==> src/rtl/flash_map_pkg.sv <==
package flash_map_pkg;

  // Region sizes are held in kilobytes; byte bounds shift left by this.
  localparam int KB_SHIFT = 10;

  // Index width that stays at least one bit wide.
  function automatic int idx_width(input int n);
    return (n > 1) ? $clog2(n) : 1;
  endfunction

  function automatic int max_int(input int a, input int b);
    return (a > b) ? a : b;
  endfunction

endpackage

==> src/rtl/region_cfg_regs.sv <==
module region_cfg_regs #(
  parameter int N_REGIONS = 4,
  parameter int SIZE_W    = 20,
  parameter int SEQ_W     = 5,
  parameter int RIDX_W    = 2
) (
  input  logic                               clk,
  input  logic                               rst,
  input  logic                               size_we,
  input  logic                               seq_we,
  input  logic [RIDX_W-1:0]                  cfg_region,
  input  logic [SIZE_W-1:0]                  cfg_size,
  input  logic [SEQ_W-1:0]                   cfg_seq,
  output logic [N_REGIONS-1:0][SIZE_W-1:0]   size_q,
  output logic [N_REGIONS-1:0][SEQ_W-1:0]    seq_q
);

  for (genvar i = 0; i < N_REGIONS; i++) begin : g_reg
    logic hit;
    assign hit = (cfg_region == RIDX_W'(i));

    always_ff @(posedge clk) begin
      if (rst) begin
        size_q[i] <= '0;
      end else if (size_we && hit) begin
        size_q[i] <= cfg_size;
      end
    end

    always_ff @(posedge clk) begin
      if (rst) begin
        seq_q[i] <= '0;
      end else if (seq_we && hit) begin
        seq_q[i] <= cfg_seq;
      end
    end
  end

endmodule

==> src/rtl/region_bounds.sv <==
module region_bounds
  import flash_map_pkg::*;
#(
  parameter int N_REGIONS = 4,
  parameter int SIZE_W    = 20,
  parameter int BOUND_W   = 32
) (
  input  logic [N_REGIONS-1:0][SIZE_W-1:0]  size_q,
  output logic [N_REGIONS-1:0][BOUND_W-1:0] base,
  output logic [N_REGIONS-1:0][BOUND_W-1:0] limit
);

  // Running sum of region sizes: each start is the end of the one below.
  for (genvar i = 0; i < N_REGIONS; i++) begin : g_sum
    logic [BOUND_W-1:0] span;
    assign span = BOUND_W'(size_q[i]) << KB_SHIFT;

    if (i == 0) begin : g_first
      assign base[i] = '0;
    end else begin : g_next
      assign base[i] = limit[i-1];
    end

    assign limit[i] = base[i] + span;
  end

endmodule

==> src/rtl/region_match.sv <==
module region_match #(
  parameter int N_REGIONS = 4,
  parameter int ADDR_W    = 32,
  parameter int BOUND_W   = 32,
  parameter int CMP_W     = 32
) (
  input  logic [ADDR_W-1:0]                 addr,
  input  logic [N_REGIONS-1:0][BOUND_W-1:0] base,
  input  logic [N_REGIONS-1:0][BOUND_W-1:0] limit,
  output logic [N_REGIONS-1:0]              hit,
  output logic                              beyond
);

  logic [CMP_W-1:0] a_ext;
  assign a_ext = CMP_W'(addr);

  // Half-open interval test; a zero-size region has base == limit and
  // can never match, and the intervals never overlap.
  for (genvar i = 0; i < N_REGIONS; i++) begin : g_cmp
    logic ge_base;
    logic lt_limit;
    assign ge_base  = (a_ext >= CMP_W'(base[i]));
    assign lt_limit = (a_ext <  CMP_W'(limit[i]));
    assign hit[i]   = ge_base && lt_limit;
  end

  assign beyond = (a_ext >= CMP_W'(limit[N_REGIONS-1]));

endmodule

==> src/rtl/flash_region_decoder.sv <==
module flash_region_decoder
  import flash_map_pkg::*;
#(
  parameter int N_REGIONS = 4,
  parameter int SIZE_W    = 20,
  parameter int SEQ_W     = 5,
  parameter int ADDR_W    = 32
) (
  input  logic                                      clk,
  input  logic                                      rst,
  input  logic                                      size_we,
  input  logic                                      seq_we,
  input  logic [flash_map_pkg::idx_width(N_REGIONS)-1:0] cfg_region,
  input  logic [SIZE_W-1:0]                         cfg_size,
  input  logic [SEQ_W-1:0]                          cfg_seq,
  input  logic                                      req_valid,
  input  logic [ADDR_W-1:0]                         req_addr,
  output logic                                      rsp_valid,
  output logic [N_REGIONS-1:0]                      rsp_sel,
  output logic [ADDR_W-1:0]                         rsp_offset,
  output logic [SEQ_W-1:0]                          rsp_seq,
  output logic                                      rsp_oor
);

  localparam int RIDX_W  = idx_width(N_REGIONS);
  localparam int BOUND_W = SIZE_W + RIDX_W + KB_SHIFT;
  localparam int CMP_W   = max_int(ADDR_W, BOUND_W);

  logic [N_REGIONS-1:0][SIZE_W-1:0]  size_q;
  logic [N_REGIONS-1:0][SEQ_W-1:0]   seq_q;
  logic [N_REGIONS-1:0][BOUND_W-1:0] base;
  logic [N_REGIONS-1:0][BOUND_W-1:0] limit;
  logic [N_REGIONS-1:0]              hit;
  logic                              beyond;
  logic [ADDR_W-1:0]                 off_d;
  logic [SEQ_W-1:0]                  seq_d;

  region_cfg_regs #(
    .N_REGIONS (N_REGIONS),
    .SIZE_W    (SIZE_W),
    .SEQ_W     (SEQ_W),
    .RIDX_W    (RIDX_W)
  ) u_cfg (
    .clk        (clk),
    .rst        (rst),
    .size_we    (size_we),
    .seq_we     (seq_we),
    .cfg_region (cfg_region),
    .cfg_size   (cfg_size),
    .cfg_seq    (cfg_seq),
    .size_q     (size_q),
    .seq_q      (seq_q)
  );

  region_bounds #(
    .N_REGIONS (N_REGIONS),
    .SIZE_W    (SIZE_W),
    .BOUND_W   (BOUND_W)
  ) u_bounds (
    .size_q (size_q),
    .base   (base),
    .limit  (limit)
  );

  region_match #(
    .N_REGIONS (N_REGIONS),
    .ADDR_W    (ADDR_W),
    .BOUND_W   (BOUND_W),
    .CMP_W     (CMP_W)
  ) u_match (
    .addr   (req_addr),
    .base   (base),
    .limit  (limit),
    .hit    (hit),
    .beyond (beyond)
  );

  // AND-OR mux keyed by the one-hot hit vector; all zero when out of range.
  always_comb begin
    off_d = '0;
    seq_d = '0;
    for (int i = 0; i < N_REGIONS; i++) begin
      if (hit[i]) begin
        off_d = off_d | ADDR_W'(CMP_W'(req_addr) - CMP_W'(base[i]));
        seq_d = seq_d | seq_q[i];
      end
    end
  end

  always_ff @(posedge clk) begin
    if (rst) begin
      rsp_valid <= 1'b0;
    end else begin
      rsp_valid <= req_valid;
    end
  end

  always_ff @(posedge clk) begin
    if (rst) begin
      rsp_sel    <= '0;
      rsp_offset <= '0;
      rsp_seq    <= '0;
      rsp_oor    <= 1'b0;
    end else if (req_valid) begin
      rsp_sel    <= hit;
      rsp_offset <= off_d;
      rsp_seq    <= seq_d;
      rsp_oor    <= beyond;
    end
  end

endmodule

==> config.mk <==
export PLATFORM = sky130hd
export DESIGN_NAME = flash_region_decoder
export DESIGN_NICKNAME = d
export VERILOG_FILES = /design/src/rtl/flash_map_pkg.sv /design/src/rtl/region_cfg_regs.sv /design/src/rtl/region_bounds.sv /design/src/rtl/region_match.sv /design/src/rtl/flash_region_decoder.sv
export SDC_FILE = /design/constraint.sdc
export NUM_CORES = 1
export LEC_CHECK = 0
export ABC_AREA = 1
export BUFFER_PORTS_ARGS = -buffer_cell sky130_fd_sc_hd__buf_2
export CAP_MARGIN = 5
export CELL_PAD_IN_SITES_DETAIL_PLACEMENT = 1
export CELL_PAD_IN_SITES_GLOBAL_PLACEMENT = 1
export CORE_MARGIN = 2
export CORE_UTILIZATION = 40
export DETAILED_ROUTE_END_ITERATION = 12
export PLACE_DENSITY_LB_ADDON = 0.1
export SYNTH_ARGS = -nofsm -noshare
export SYNTH_HDL_FRONTEND = slang
export SYNTH_SLANG_ARGS = --single-unit
export TNS_END_PERCENT = 30
==> constraint.sdc <==
create_clock -name clk -period 6.4 [get_ports clk]
set_input_delay 0.96 -clock clk [delete_from_list [all_inputs] [get_ports clk]]
set_output_delay 0.96 -clock clk [all_outputs]
set_load 0.05 [all_outputs]
== Word level (Yosys, flattened, before mapping) ==
Cells that the tools add are included.

* Output and inout port bits: 43
* Bits of input ports: 64
* Register bits: 143

* Reductions and logical operators: 13
* $lt $le $gt $ge: 9
* Bitwise gates (word level): 6
* Add/sub/neg operators: 6
* Mux-type cells: 8
* Equal/unequal tests: 3

{| class="wikitable"
|+ Operators with widths
! kind !! count
|-
| 32-bit 2-to-1 mux || 4
|-
| 32-bit OR || 3
|-
| 32-bit >= comparator || 2
|-
| 32-bit less-than comparator || 2
|-
| 32-bit subtractor || 2
|-
| 31-bit by 30-bit adder with 32-bit output || 1
|-
| 32-bit by 30-bit adder with 32-bit output || 1
|-
| 32-bit by 1-bit >= comparator with 1-bit output (second input constant) || 1
|-
| 32-bit by 30-bit >= comparator with 1-bit output || 1
|-
| 32-bit by 31-bit >= comparator with 1-bit output || 1
|-
| 32-bit by 30-bit less-than comparator with 1-bit output || 1
|-
| 32-bit by 31-bit less-than comparator with 1-bit output || 1
|-
| 32-bit by 30-bit subtractor with 32-bit output || 1
|-
| 30-bit by 30-bit adder with 31-bit output || 1
|-
| 5-bit 2-to-1 mux || 4
|-
| 5-bit OR || 3
|-
| 1-bit logical AND || 12
|-
| 2-bit == test (second input constant) || 2
|-
| 2-bit by 1-bit == test with 1-bit output (second input constant) || 1
|-
| 2-bit logical NOT || 1
|}

== Depth between registers and ports, before layout ==
* Depth after elaboration: 9
* Depth in mapped cells: 46
* Gate-level depth less buffers: 46

== Cells and area by module ==
A second synthesis with hierarchy kept.

* Cells, all modules: 4868
* Area, all modules: 27777.9 sq um

{| class="wikitable"
|+ Modules (own cells, without submodules)
! module !! area each (sq um) !! instances !! cells each
|-
| flash_region_decoder || 11984.0 || 1 || 2370
|-
| region_match || 6646.4 || 1 || 1082
|-
| region_bounds || 4823.4 || 1 || 771
|-
| region_cfg_regs || 4324.1 || 1 || 645
|}

== Worst setup path after synthesis ==
No wires, ideal clock.

* Path kind: register -> register
* Start: register u_cfg.size_q[0] (netlist name)
* End: register rsp_offset[25]
* Data arrival time: 5.710 ns
* Setup time: 0.064 ns
* Path slack: 0.626 ns
* Cell stages (with the launch flop): 42
* Path buffers: 1
* Cell sequence: dfxtp_1 ha_1 inv_1 fa_1 nand3b_1 nand2_1 a21boi_0 o21ai_0 a21oi_1 xnor2_1 ha_1 nand2_1 inv_1 a21boi_0 nand2_1 a21oi_1 o21ai_0 or2_2 [... 6 more ...] nand2_1 nand2_1 nand2_1 a21oi_1 nand2_1 nand2_1 ha_1 nand2_1 inv_1 nand4_1 nor2_1 and2_1 nor2_1 buf_2 nand3_1 nor2_1 nor2_1 nor2_1

* Longest elaborated chain between the ends: 9
* Elaborated cells between the ends (all ways): 24
* Classes of those cells: 6 x add/sub; 7 x order compare; 4 x mux; 3 x bitwise; 4 x reduce/logical

{| class="wikitable"
|+ Ends and longest elaborated chain
! element !! line !! text
|-
| start, declared || region_cfg_regs.sv:14 || <nowiki>output logic [N_REGIONS-1:0][SIZE_W-1:0] size_q,</nowiki>
|-
| start signal, assigned by index || region_cfg_regs.sv:26 || <nowiki>size_q[i] <= cfg_size;</nowiki>
|-
| branches (longest 8 deep; another with 31-bit by 30-bit adder with 32-bit output) || -- ||
|-
| 32-bit 2-to-1 mux * || flash_region_decoder.sv:83 || <nowiki>if (hit[i]) begin</nowiki>
|-
| end signal, assigned || flash_region_decoder.sv:101 || <nowiki>rsp_offset <= '0;</nowiki>
|-
| end signal, assigned || flash_region_decoder.sv:106 || <nowiki>rsp_offset <= off_d;</nowiki>
|-
| end, declared || flash_region_decoder.sv:20 || <nowiki>output logic [ADDR_W-1:0] rsp_offset,</nowiki>
|}

Mark *: on every way between the ends.
A chain may end at the register's enable or synchronous reset.

== Final worst setup path ==
* Start: register u_cfg.size_q[20] (netlist name)
* End: register rsp_seq[3]

* Longest elaborated chain between the ends: 8
* Elaborated cells between the ends (all ways): 16
* Classes of those cells: 3 x add/sub; 5 x order compare; 3 x mux; 2 x bitwise; 3 x reduce/logical

{| class="wikitable"
|+ Ends and longest elaborated chain
! element !! line !! text
|-
| 30-bit by 30-bit adder with 31-bit output * || region_bounds.sv:24 || <nowiki>assign limit[i] = base[i] + span;</nowiki>
|-
| branches (longest 6 deep; another with 31-bit by 30-bit adder with 32-bit output) || -- ||
|-
| 5-bit 2-to-1 mux * || flash_region_decoder.sv:83 ||
|-
| end signal, assigned || flash_region_decoder.sv:107 || <nowiki>rsp_seq <= seq_d;</nowiki>
|-
| end, declared || flash_region_decoder.sv:21 || <nowiki>output logic [SEQ_W-1:0] rsp_seq,</nowiki>
|}

Marks and branches as above.

==> impl_metrics.env <==
export IMPL_outcome="finished clean"
export IMPL_final_instance_count_excl_fill=2929
export IMPL_synth_edf_count=0
export IMPL_grt_max_degree=110
export IMPL_drv_slew=0
export IMPL_gp_congestion=1.01
export IMPL_ys_flop_type="dfxtp_1"
export IMPL_relSlewSlack=0.212
export IMPL_nFillCells=4772
export IMPL_drcViolationCount=0
export IMPL_avgSynthCellArea_sq_um=6.05
export IMPL_p_per_area_nw_per_um2=235
export IMPL_cts_buffers_inserted=17
export IMPL_vias_per_cell=5.39
export IMPL_die_height_microns=191
export IMPL_grt_pass1_wl_microns=89900
export IMPL_root_buffer="clkbuf_16"
export IMPL_clock_latency_ns=0.47
export IMPL_ys_ff_latch=143
export IMPL_final_cell_mix="600 x nand2_1, 362 x inv_1, 212 x nor2_1"
export IMPL_critical_path_most_common_cell="nor2_1"
export IMPL_start_util=0.406
export IMPL_cts_sinks=143
export IMPL_tritoncts="built"
export IMPL_finalCritPeriodShare=0.947
export IMPL_cp_max_fo=6
export IMPL_dp_hpwl_microns=50000
export IMPL_core_region_area_sq_um=34500
export IMPL_cp_required_ns=6.76
export IMPL_min_period_ns=6.06
export IMPL_crit_path_end_kind="register"
export IMPL_path_clk_slew_ns=0.07
export IMPL_crit_type="reg2reg"
export IMPL_fp_dieArea_sq_um=36500
export IMPL_die_w_microns=191
export IMPL_power_mw=3.87
export IMPL_firstDrtPassIters=5
export IMPL_first_iter_violations=598
export IMPL_cp_slowest_stage_delay_ns=0.36
export IMPL_maxCapViolCount=0
export IMPL_rows=68
export IMPL_grt_overflow=0
export IMPL_num_io_pins=107
export IMPL_leakagePower_nw=8.27
export IMPL_timing_hold_violations_final=0
export IMPL_hold_class="reg2reg"
export IMPL_synthCells=2313
export IMPL_clockBufferDepth=2
export IMPL_seqCellArea_sq_um=2870
export IMPL_synth_area_sq_um=14000
export IMPL_area_growth_pct=17.6
export IMPL_grt_usage=0.328
export IMPL_num_vias=15799
export IMPL_fin_skew_ns=0.0150
export IMPL_totalWireLength_microns=60300
export IMPL_ys_types=42
export IMPL_design_area_sq_um=16400
export IMPL_dpl_cell_count=2885
export IMPL_place_area_sq_um=15400
export IMPL_irDropWorstVdd_v=0.000207
export IMPL_tightest_slew_ns=1.18
export IMPL_grt_pass1_vias=16170
export IMPL_yosysWarnings=0
export IMPL_postRouteAntennaNets=0
export IMPL_antenna_found_initial=1
export IMPL_finalSetupViolCount=0
export IMPL_critPathSlowestCell="ha_1"
export IMPL_ctsHoldBuffers=0
export IMPL_syn_nets=2532
export IMPL_h_tree_depth=4
export IMPL_multi_input_area_sq_um=9850
export IMPL_port_buffer_count=106
export IMPL_drive_above_1_share=0.124
export IMPL_diodes=0
export IMPL_max_freq_mhz=165
export IMPL_final_nets=2680
export IMPL_yosysSeqAreaShare=0.205
export IMPL_synthArstFlopShare=0
export IMPL_crit_arrival_ns=6.42
export IMPL_final_common_cell="nand2_1"
export IMPL_critical_path_startpoint_type="register"
export IMPL_routedWlPerCell_microns=20.6
==> final timing paths <==
path | from | to | slack, ns | cells after the start
setup / recovery | u_cfg.size_q[20] | rsp_seq[3] | 0.34 | 39
hold / removal | u_cfg.seq_q[7] | u_cfg.seq_q[7] | 0.45 | 2
setup reg to reg | u_cfg.size_q[20] | rsp_seq[3] | 0.34 | 39
hold reg to reg | u_cfg.seq_q[7] | u_cfg.seq_q[7] | 0.45 | 2
==> flip-flops by register name (all words and copies together), names as in the netlist <==
register and flops:
rsp_oor 1, u_cfg.size_q 80, u_cfg.seq_q 20, rsp_valid 1, rsp_seq 5, rsp_offset 32
rsp_sel 4
==> critical path, delay by kind of cell, from the launching register on <==
family,cells,cell delay (ns)
flops,1,0.34
buf+inv,9,1.07
fa+ha+maj,5,1.51
simple gates,17,2.09
xor+xnor,3,0.40
compound gates,5,0.55
==> Yosys cell counts, types with 2 or more instances <==
library cell | n | area [sq um]
o21bai_1 | 23 | 173
a211oi_1 | 2 | 15.0
nand3_1 | 138 | 691
dfxtp_1 | 143 | 2860
nor2_4 | 3 | 33.8
buf_6 | 3 | 33.8
clkbuf_1 | 38 | 143
a21boi_0 | 3 | 22.5
o21a_1 | 5 | 37.5
fa_1 | 6 | 120
inv_2 | 3 | 11.3
a21o_1 | 12 | 90.1
o211ai_1 | 4 | 30.0
ha_1 | 149 | 1860
buf_4 | 3 | 22.5
o21ai_1 | 10 | 50.1
a21oi_1 | 233 | 1170
nand2_1 | 606 | 2270
or2_2 | 4 | 25.0
and2_1 | 6 | 37.5
o21ai_0 | 176 | 881
a31oi_1 | 3 | 18.8
xnor2_1 | 29 | 254
nand4_1 | 26 | 163
nand2_2 | 7 | 43.8
xor2_1 | 56 | 490
inv_1 | 363 | 1360
nor3_1 | 16 | 80.1
nor4_1 | 4 | 25.0
buf_2 | 3 | 15.0
nor2_1 | 218 | 818
nand2_4 | 3 | 33.8
buf_1 | 5 | 18.8
nand3b_1 | 2 | 15.0
==> where the power goes <==
part,switching (mW),internal [mW],leakage [nW],total (mW)
Clock,0.512,0.635,0.316,1.15
Combinational,1.17,0.573,6.78,1.74
Sequential,0.0342,0.948,1.17,0.982
==> timing repair <==
action / in CTS / in global routing
cloned: 0 / 1
setup endpoints to repair: 38 / 39
buffers inserted: 0 / 11
resized for setup: 12 / 75
pin swaps: 2 / 29
==> cells by family (layout without fill, tap and decap cells) <==
family | count (synthesis) | count (layout) | share of synthesized area
xor gates and xnor gates | 85 | 85 | 0.0532
buffers and inverters | 419 | 580 | 0.115
DFF | 143 | 143 | 0.205
AOI/OAI and AO/OA | 474 | 474 | 0.179
and+or+nand+nor | 1037 | 1037 | 0.306
adders and majority gates | 155 | 155 | 0.142
==> stage by stage <==
| stage | util | setup WS [ns] | setup TNS [ns] | hold WS (ns) |
|---|---|---|---|---|
| 2_1_floorplan | - | 0.626 | 0 | 0.424 |
| 3_3_place_gp | 0.446 | 0.0406 | 0 | 0.434 |
| 3_5_place_dp | 0.446 | -0.195 | -2.73 | 0.438 |
| 4_1_cts | 0.466 | 0.00815 | 0 | 0.450 |
| 5_1_grt | 0.477 | -0.0647 | -0.785 | 0.470 |
| 6_report | 0.477 | 0.339 | 0 | 0.448 |
==> routing by layer <==
| layer | GRT usage | part of all wire | routed length (microns) |
|---|---|---|---|
| met1 | 0.389 | 0.43 | 25900 |
| met2 | 0.594 | 0.49 | 29700 |
| met3 | 0.0329 | 0.031 | 1890 |
| met4 | 0.149 | 0.046 | 2790 |
| met5 | 0 | 0 | 0 |
==> final cells by class <==
cell class	count	share of cell area
clock buffers	17	0.0259
clock inverters	15	0.0135
inverters	367	0.0839
multi-input cells	1751	0.599
flip-flops and latches	143	0.174
well taps	455	0.0346
repair buffers	181	0.0693
No activity file was read; power rests on OpenSTA's default activity.
